File: src/rtl/tmr_pkg.sv
package tmr_pkg;

    typedef enum logic [1:0] {
        A_CNT_LO = 2'd0,
        A_CNT_HI = 2'd1,
        A_LAT_LO = 2'd2,
        A_LAT_HI = 2'd3
    } reg_addr_e;

    typedef enum logic [1:0] {
        ST_COUNT = 2'd0,
        ST_UNDER = 2'd1,
        ST_SPENT = 2'd2
    } run_state_e;

endpackage

File: src/rtl/tmr_latch.sv
module tmr_latch
    import tmr_pkg::*;
#(
    parameter int CNT_W = 16
) (
    input  logic               clk,
    input  logic               rst_n,
    input  logic               wr_en,
    input  logic [1:0]         addr,
    input  logic [CNT_W/2-1:0] wdata,
    output logic [CNT_W-1:0]   latch_q,
    output logic [CNT_W-1:0]   latch_nxt,
    output logic               load_req,
    output logic               hi_clr
);
    localparam int HALF  = CNT_W / 2;
    localparam int LANES = 2;

    logic [LANES-1:0] lane_hit;

    assign lane_hit[0] = wr_en && (addr == A_CNT_LO || addr == A_LAT_LO);
    assign lane_hit[1] = wr_en && (addr == A_CNT_HI || addr == A_LAT_HI);
    assign load_req    = wr_en && (addr == A_CNT_HI);
    assign hi_clr      = wr_en && (addr == A_LAT_HI);

    for (genvar ln = 0; ln < LANES; ln++) begin : g_lane
        always_comb begin
            latch_nxt[ln*HALF +: HALF] = lane_hit[ln] ? wdata
                                                      : latch_q[ln*HALF +: HALF];
        end
        always_ff @(posedge clk) begin
            if (!rst_n) begin
                latch_q[ln*HALF +: HALF] <= '1;
            end else if (lane_hit[ln]) begin
                latch_q[ln*HALF +: HALF] <= wdata;
            end
        end
    end

    AST_LO_WRITE_KEEPS_HI: assert property (@(posedge clk) disable iff (!rst_n)
        lane_hit[0] && !lane_hit[1] |=> latch_q[CNT_W-1:HALF] == $past(latch_q[CNT_W-1:HALF]));

endmodule

File: src/rtl/tmr_core.sv
module tmr_core
    import tmr_pkg::*;
#(
    parameter int CNT_W = 16
) (
    input  logic             clk,
    input  logic             rst_n,
    input  logic             tick_en,
    input  logic             cont_mode,
    input  logic             load_req,
    input  logic [CNT_W-1:0] latch_q,
    input  logic [CNT_W-1:0] latch_nxt,
    output logic [CNT_W-1:0] count,
    output logic             expire
);
    localparam logic [CNT_W-1:0] ALL_ONES = '1;
    localparam logic [CNT_W-1:0] ONE      = CNT_W'(1);

    run_state_e state, state_nxt;
    logic       at_zero;

    assign at_zero = (count == '0);

    always_ff @(posedge clk) begin
        if (!rst_n) state <= ST_COUNT;
        else        state <= state_nxt;
    end

    always_comb begin
        state_nxt = state;
        if (load_req) begin
            state_nxt = ST_COUNT;
        end else if (tick_en) begin
            unique case (state)
                ST_COUNT: if (at_zero) state_nxt = cont_mode ? ST_UNDER : ST_SPENT;
                ST_UNDER: state_nxt = ST_COUNT;
                ST_SPENT: state_nxt = ST_SPENT;
                default:  state_nxt = ST_COUNT;
            endcase
        end
    end

    always_comb begin
        expire = tick_en && !load_req && (state == ST_COUNT) && at_zero;
    end

    always_ff @(posedge clk) begin
        if (!rst_n) begin
            count <= ALL_ONES;
        end else if (load_req) begin
            count <= latch_nxt;
        end else if (tick_en) begin
            unique case (state)
                ST_UNDER: count <= latch_q;
                ST_COUNT, ST_SPENT: count <= count - ONE;
                default:  count <= count;
            endcase
        end
    end

    AST_LOAD_TAKES_LATCH: assert property (@(posedge clk) disable iff (!rst_n)
        load_req |=> count == latch_q);
    AST_HOLD_NO_TICK: assert property (@(posedge clk) disable iff (!rst_n)
        !tick_en && !load_req |=> $stable(count));
    AST_RELOAD_FROM_LATCH: assert property (@(posedge clk) disable iff (!rst_n)
        state == ST_UNDER && tick_en && !load_req |=> count == $past(latch_q));
    AST_EXPIRY_WRAPS: assert property (@(posedge clk) disable iff (!rst_n)
        expire |=> count == ALL_ONES);
    AST_SPENT_STAYS: assert property (@(posedge clk) disable iff (!rst_n)
        state == ST_SPENT && !load_req |=> state == ST_SPENT);

endmodule

File: src/rtl/tmr_flag.sv
module tmr_flag (
    input  logic clk,
    input  logic rst_n,
    input  logic expire,
    input  logic clr_any,
    output logic irq_flag,
    output logic flag_set
);
    always_ff @(posedge clk) begin
        if (!rst_n) begin
            irq_flag <= 1'b0;
            flag_set <= 1'b0;
        end else begin
            flag_set <= expire;
            if (expire)       irq_flag <= 1'b1;
            else if (clr_any) irq_flag <= 1'b0;
        end
    end

    AST_FLAG_ON_EXPIRY: assert property (@(posedge clk) disable iff (!rst_n)
        expire |=> irq_flag && flag_set);
    AST_PULSE_SINGLE: assert property (@(posedge clk) disable iff (!rst_n)
        flag_set |=> !flag_set);
    AST_CLEAR_TAKES: assert property (@(posedge clk) disable iff (!rst_n)
        clr_any && !expire |=> !irq_flag);

endmodule

File: src/rtl/tmr_rdport.sv
module tmr_rdport
    import tmr_pkg::*;
#(
    parameter int CNT_W = 16
) (
    input  logic               clk,
    input  logic               rst_n,
    input  logic               rd_en,
    input  logic [1:0]         addr,
    input  logic [CNT_W-1:0]   count,
    input  logic [CNT_W-1:0]   latch_q,
    output logic [CNT_W/2-1:0] rdata,
    output logic               rd_clr
);
    localparam int HALF = CNT_W / 2;

    logic [HALF-1:0] mux;

    always_comb begin
        unique case (addr)
            A_CNT_LO: mux = count[HALF-1:0];
            A_CNT_HI: mux = count[CNT_W-1:HALF];
            A_LAT_LO: mux = latch_q[HALF-1:0];
            A_LAT_HI: mux = latch_q[CNT_W-1:HALF];
            default:  mux = '0;
        endcase
    end

    assign rd_clr = rd_en && (addr == A_CNT_LO);

    always_ff @(posedge clk) begin
        if (!rst_n)     rdata <= '0;
        else if (rd_en) rdata <= mux;
    end

    AST_RDATA_HOLDS: assert property (@(posedge clk) disable iff (!rst_n)
        !rd_en |=> $stable(rdata));

endmodule

File: src/rtl/reload_timer.sv
module reload_timer
    import tmr_pkg::*;
#(
    parameter int CNT_W = 16
) (
    input  logic               clk,
    input  logic               rst_n,
    input  logic               tick_en,
    input  logic               cont_mode,
    input  logic               wr_en,
    input  logic               rd_en,
    input  logic [1:0]         addr,
    input  logic [CNT_W/2-1:0] wdata,
    output logic [CNT_W/2-1:0] rdata,
    input  logic               flag_clr,
    output logic               irq_flag,
    output logic               flag_set
);
    logic [CNT_W-1:0] latch_q, latch_nxt, count;
    logic             load_req, hi_clr, rd_clr, expire, clr_any;

    tmr_latch #(.CNT_W(CNT_W)) u_latch (
        .clk(clk), .rst_n(rst_n), .wr_en(wr_en), .addr(addr), .wdata(wdata),
        .latch_q(latch_q), .latch_nxt(latch_nxt), .load_req(load_req), .hi_clr(hi_clr)
    );

    tmr_core #(.CNT_W(CNT_W)) u_core (
        .clk(clk), .rst_n(rst_n), .tick_en(tick_en), .cont_mode(cont_mode),
        .load_req(load_req), .latch_q(latch_q), .latch_nxt(latch_nxt),
        .count(count), .expire(expire)
    );

    tmr_rdport #(.CNT_W(CNT_W)) u_rd (
        .clk(clk), .rst_n(rst_n), .rd_en(rd_en), .addr(addr), .count(count),
        .latch_q(latch_q), .rdata(rdata), .rd_clr(rd_clr)
    );

    assign clr_any = flag_clr || load_req || hi_clr || rd_clr;

    tmr_flag u_flag (
        .clk(clk), .rst_n(rst_n), .expire(expire), .clr_any(clr_any),
        .irq_flag(irq_flag), .flag_set(flag_set)
    );

    AST_RDLO_CLEARS: assert property (@(posedge clk) disable iff (!rst_n)
        rd_en && addr == A_CNT_LO && !expire |=> !irq_flag);
    AST_RDHI_KEEPS: assert property (@(posedge clk) disable iff (!rst_n)
        rd_en && addr == A_CNT_HI && !wr_en && !flag_clr && irq_flag |=> irq_flag);
    AST_HI_WRITE_CLEARS: assert property (@(posedge clk) disable iff (!rst_n)
        wr_en && addr == A_LAT_HI && !expire |=> !irq_flag);

endmodule

File: config.mk
export PLATFORM = sky130hd
export DESIGN_NAME = reload_timer
export DESIGN_NICKNAME = d
export VERILOG_FILES = /design/src/rtl/tmr_pkg.sv /design/src/rtl/tmr_latch.sv /design/src/rtl/tmr_core.sv /design/src/rtl/tmr_flag.sv /design/src/rtl/tmr_rdport.sv /design/src/rtl/reload_timer.sv
export SDC_FILE = /design/constraint.sdc
export NUM_CORES = 1
export LEC_CHECK = 0
export BUFFER_PORTS_ARGS = -buffer_cell sky130_fd_sc_hd__buf_4
export CAP_MARGIN = 20
export CELL_PAD_IN_SITES_DETAIL_PLACEMENT = 0
export CELL_PAD_IN_SITES_GLOBAL_PLACEMENT = 2
export CORE_MARGIN = 3
export CORE_UTILIZATION = 33
export CTS_BUF_LIST = sky130_fd_sc_hd__clkbuf_4 sky130_fd_sc_hd__clkbuf_8
export CTS_CLUSTER_DIAMETER = 30
export DETAILED_ROUTE_END_ITERATION = 12
export GPL_TIMING_DRIVEN = 0
export PLACE_DENSITY_LB_ADDON = 0.1
export SETUP_SLACK_MARGIN = 0.3
export SLEW_MARGIN = 20
export SYNTH_ARGS = -nofsm -noshare
export SYNTH_HDL_FRONTEND = slang
export SYNTH_SLANG_ARGS = --single-unit
File: constraint.sdc
create_clock -name clk -period 1.8 [get_ports clk]
set_clock_uncertainty 0.15 [all_clocks]
set_input_delay 0.09 -clock clk [delete_from_list [all_inputs] [get_ports clk]]
set_output_delay 0.09 -clock clk [all_outputs]
set_load 0.1 [all_outputs]
==> impl_results.md <==
- Share of cells above drive strength 1: 0.334
- Maximum level of the CTS H-tree: 2
- Setup slack of the critical path after layout: 54.0 ps
- Area of all sequential standard cells: 898 um2
- Transition time at the pin with the least slew margin: 646 ps
- TritonCTS clock tree: done
- Global-route usage over all layers: 0.204
- Total vias in the final route: 2325
- Flip-flop and latch count after synthesis: 44
- Max cap viols: 0
- Leading post-synthesis cells by cell area: sky130_fd_sc_hd__dfxtp_1 37%, sky130_fd_sc_hd__mux4_2 6.7%, sky130_fd_sc_hd__nand2_1 6.7%
- Die height: 90.7 um
- Wire length per cell after detailed routing: 19.2 um
- Most instantiated cells after synthesis: 44 x sky130_fd_sc_hd__dfxtp_1, 42 x sky130_fd_sc_hd__nand2_1, 20 x sky130_fd_sc_hd__nor2_1, 17 x sky130_fd_sc_hd__nand3_1, 10 x sky130_fd_sc_hd__a21oi_1
- Post-synth ARST share: 0
- Mean number of vias per cell: 5.43
- Critical path buffers and inverters: 1
- Cell Chain, Critical Path: buf_6, or4_4, o21a_1, o31ai_1, o221ai_1
- Compound-Gate Fraction of Synth Area: 0.177
- Final period demand of the worst path: 1750 ps
- Area share of fa/ha/maj cells after synthesis: 0.00529
- Later-pin clock latency in the skew report: 300 ps
- DRC Markers: 0
- Die boundary width: 90.7 um
- Critical path startpoint category: register
- Count of routing violations after the opening detailed-route iteration: 136
- Post-synth top area share: 0.372
- Capturing element type of the critical path: register
- Largest net degree at the start of global routing: 15
- Leak Pwr: 1.38 nW
- Highest Clock Rate: 573 MHz
- Sequential-to-total area share from yosys stat: 0.372
- I/O Buffers: 22
- Total Nets Final: 349
- Pre-antenna DRT Iters: 4
- Signed area change from the synthesized netlist to the final layout: 38.9%
- Crit path kind: register to register
- Place WS: -155 ps
- Top Ports: 27
- Average instance area after synthesis: 8.90 um2
- Setup repair after global routing missed its margin: true
- Initial core utilization: 0.345
- Power per Cell Area: 741 mW/mm2
- Status: completed
- Endpoints failing hold: 0
- Xor/xnor cell area share of the yosys netlist: 0.0148
- Filler cell count in the final layout: 689
- Multi-input combinational cell area: 0.00154 mm2
- Clock sink count: 44
- Post-synthesis net count: 284
- Arrival time worst endpoint: 1760 ps
- Number of enable flip-flop cells after synthesis: 0
- Basic-gate share of the synthesized area counting and, or, nand and nor cells: 0.266
- Critical Path RT: 1820 ps
- CP Max Fanout: 6
- GP Congestion: 0.870
- Number of global-route vias before repair: 2245
- DPL Wire Length: 5630 um
- Commonest register cell after synthesis: sky130_fd_sc_hd__dfxtp_1
- Critical-path top delay cell: sky130_fd_sc_hd__or4_4
- Gate Count Post-Synth: 266
- Floorplan die area: 0.00823 mm2
- Worst hold-check path type: input port to register
- Most frequent cell after synthesis: sky130_fd_sc_hd__dfxtp_1
- Post-synthesis instance area: 0.00237 mm2
- Summed area of non-filler cells in the final layout: 0.00329 mm2
- Number of endpoints failing setup at the final stage: 0
- Category of cells accounting for the largest share of critical-path delay: compound AO/OA/AOI/OAI gates
- Worst max-slew margin expressed relative to the limit: 0.569
- Delay of the slowest cell on the worst path: 490 ps
- Combinational family with the most area after synthesis: simple AND/OR/NAND/NOR gates
- Clock edge transition at the registers on the reported setup and hold paths: 90 ps
- Count of final max-slew check failures: 0
- Clock Path Buffers: 2
- Residual antenna-violating net count after detailed routing: 0
- Largest area contributor in the netlist: sky130_fd_sc_hd__dfxtp_1
- Final critical-path share of the clock period: 0.970
- Total number of yosys warnings: 0
- Global-route wire length before repair: 12900 um
- TritonCTS buffer count: 5
- Overall power consumption: 2.44 mW
- Post-Place Cell Area: 0.00269 mm2
- Placeable core area: 0.00687 mm2
- Worst VDD drop: 0.270 mV
- Inserted Diodes: 0
- Number of library cell types mapped by synthesis: 56
- CTS root buf: sky130_fd_sc_hd__clkbuf_8
- Share of synthesized area spent on multiplexers: 0.116
- Aggregate global routing overflow: 0
- Number of antenna violations at the first check in global routing: 0
- FP Rows: 30
- Total length of routed wires: 8240 um
[cell usage in the layout, fill, tap and decap left out, types with 4 or more instances in the layout]
cell                             n
sky130_fd_sc_hd__nand3_1        15
sky130_fd_sc_hd__a221oi_1        7
sky130_fd_sc_hd__dfxtp_1        34
sky130_fd_sc_hd__o211ai_1        6
sky130_fd_sc_hd__mux2i_1         9
sky130_fd_sc_hd__dfxtp_2         8
sky130_fd_sc_hd__buf_4          38
sky130_fd_sc_hd__dlygate4sd3_1  11
sky130_fd_sc_hd__o21ai_1         4
sky130_fd_sc_hd__buf_2           5
sky130_fd_sc_hd__nor4_4          4
sky130_fd_sc_hd__nand2b_1        4
sky130_fd_sc_hd__nand2_1        40
sky130_fd_sc_hd__clkbuf_8        5
sky130_fd_sc_hd__inv_1           7
sky130_fd_sc_hd__clkbuf_1        5
sky130_fd_sc_hd__a21oi_1         9
sky130_fd_sc_hd__buf_6          12
sky130_fd_sc_hd__and2_1          4
sky130_fd_sc_hd__mux4_2          8
sky130_fd_sc_hd__nor2_1         20
[report_power, final]
part | leakage (nW) | internal (mW) | total (mW) | switching, mW
Combinational | 0.966 | 0.271 | 0.643 | 0.372
Sequential | 0.365 | 1.06 | 1.16 | 0.105
Clock | 0.0479 | 0.271 | 0.633 | 0.361
[layout make-up]
class,count,area share
Sequential cell,44,0.273
Inverter,10,0.0129
Timing Repair Buffer,58,0.155
Buffer,15,0.0270
Tap cell,96,0.0365
Clock buffer,5,0.0209
Multi-Input combinational cell,197,0.469
Clock inverter,3,0.00571
[per-layer routing]
| metal | share of wire | global-route usage | up-vias |
|---|---|---|---|
| met5 | 0 | 0 | - |
| met4 | 0.016 | 0.0612 | 0 |
| met3 | 0.052 | 0.0292 | 11 |
| met2 | 0.49 | 0.347 | 61 |
| met1 | 0.44 | 0.267 | 1135 |
| li1 | - | - | 1118 |
[state kept, by name, summed over array words and instances, names as in the netlist]
| signal | flops |
|---|---|
| u_rd.rdata | 8 |
| u_core.state | 2 |
| u_latch.latch_q | 16 |
| u_flag.irq_flag | 1 |
| u_flag.flag_set | 1 |
| u_core.count | 16 |
[per-stage QoR]
stage | hold WS (ps) | std cells | setup TNS, ps | util
global route | 18.1 | 428 | -27.6 | 0.479
floorplan | 64.0 | 266 | 0 | -
CTS | 2.13 | 422 | 0 | 0.460
finish | 0.993 | 428 | 0 | 0.479
global placement | 172 | 384 | -598 | 0.392
detailed placement | 173 | 384 | -573 | 0.392
[what timing repair did]
action / CTS / global route
gates resized for setup: 33 / 22
setup buffers: 19 / 6
pin swaps: 10 / 10
hold buffers: 11 / 0
endpoints found under the hold margin: 21 / 0
setup endpoints to repair: 20 / 22
[final timing paths]
check                           depth (start not counted)  slack (ps)                  to                from
worst max-delay path                                    5          50     u_core.count[5]     u_core.count[2]
worst max register to register                          5          50     u_core.count[5]     u_core.count[2]
worst min-delay path                                    3           1     u_core.state[0]             tick_en
worst min register to register                          2         340  u_latch.latch_q[9]  u_latch.latch_q[9]
[tightest hold or removal path: stages]
cell and delay [ps]:
sky130_fd_sc_hd__buf_4 110, sky130_fd_sc_hd__nor2_1 40, sky130_fd_sc_hd__o21a_1 170
[kinds of logic after synthesis]
logic type                 count (synthesis)
and+or+nand+nor                          119
AOI/OAI and AO/OA                         56
DFF                                       44
buffers and inverters                     25
muxes                                     17
xor gates and xnor gates                   4
adders and majority gates                  1
No activity file was read; power rests on OpenSTA's default activity.
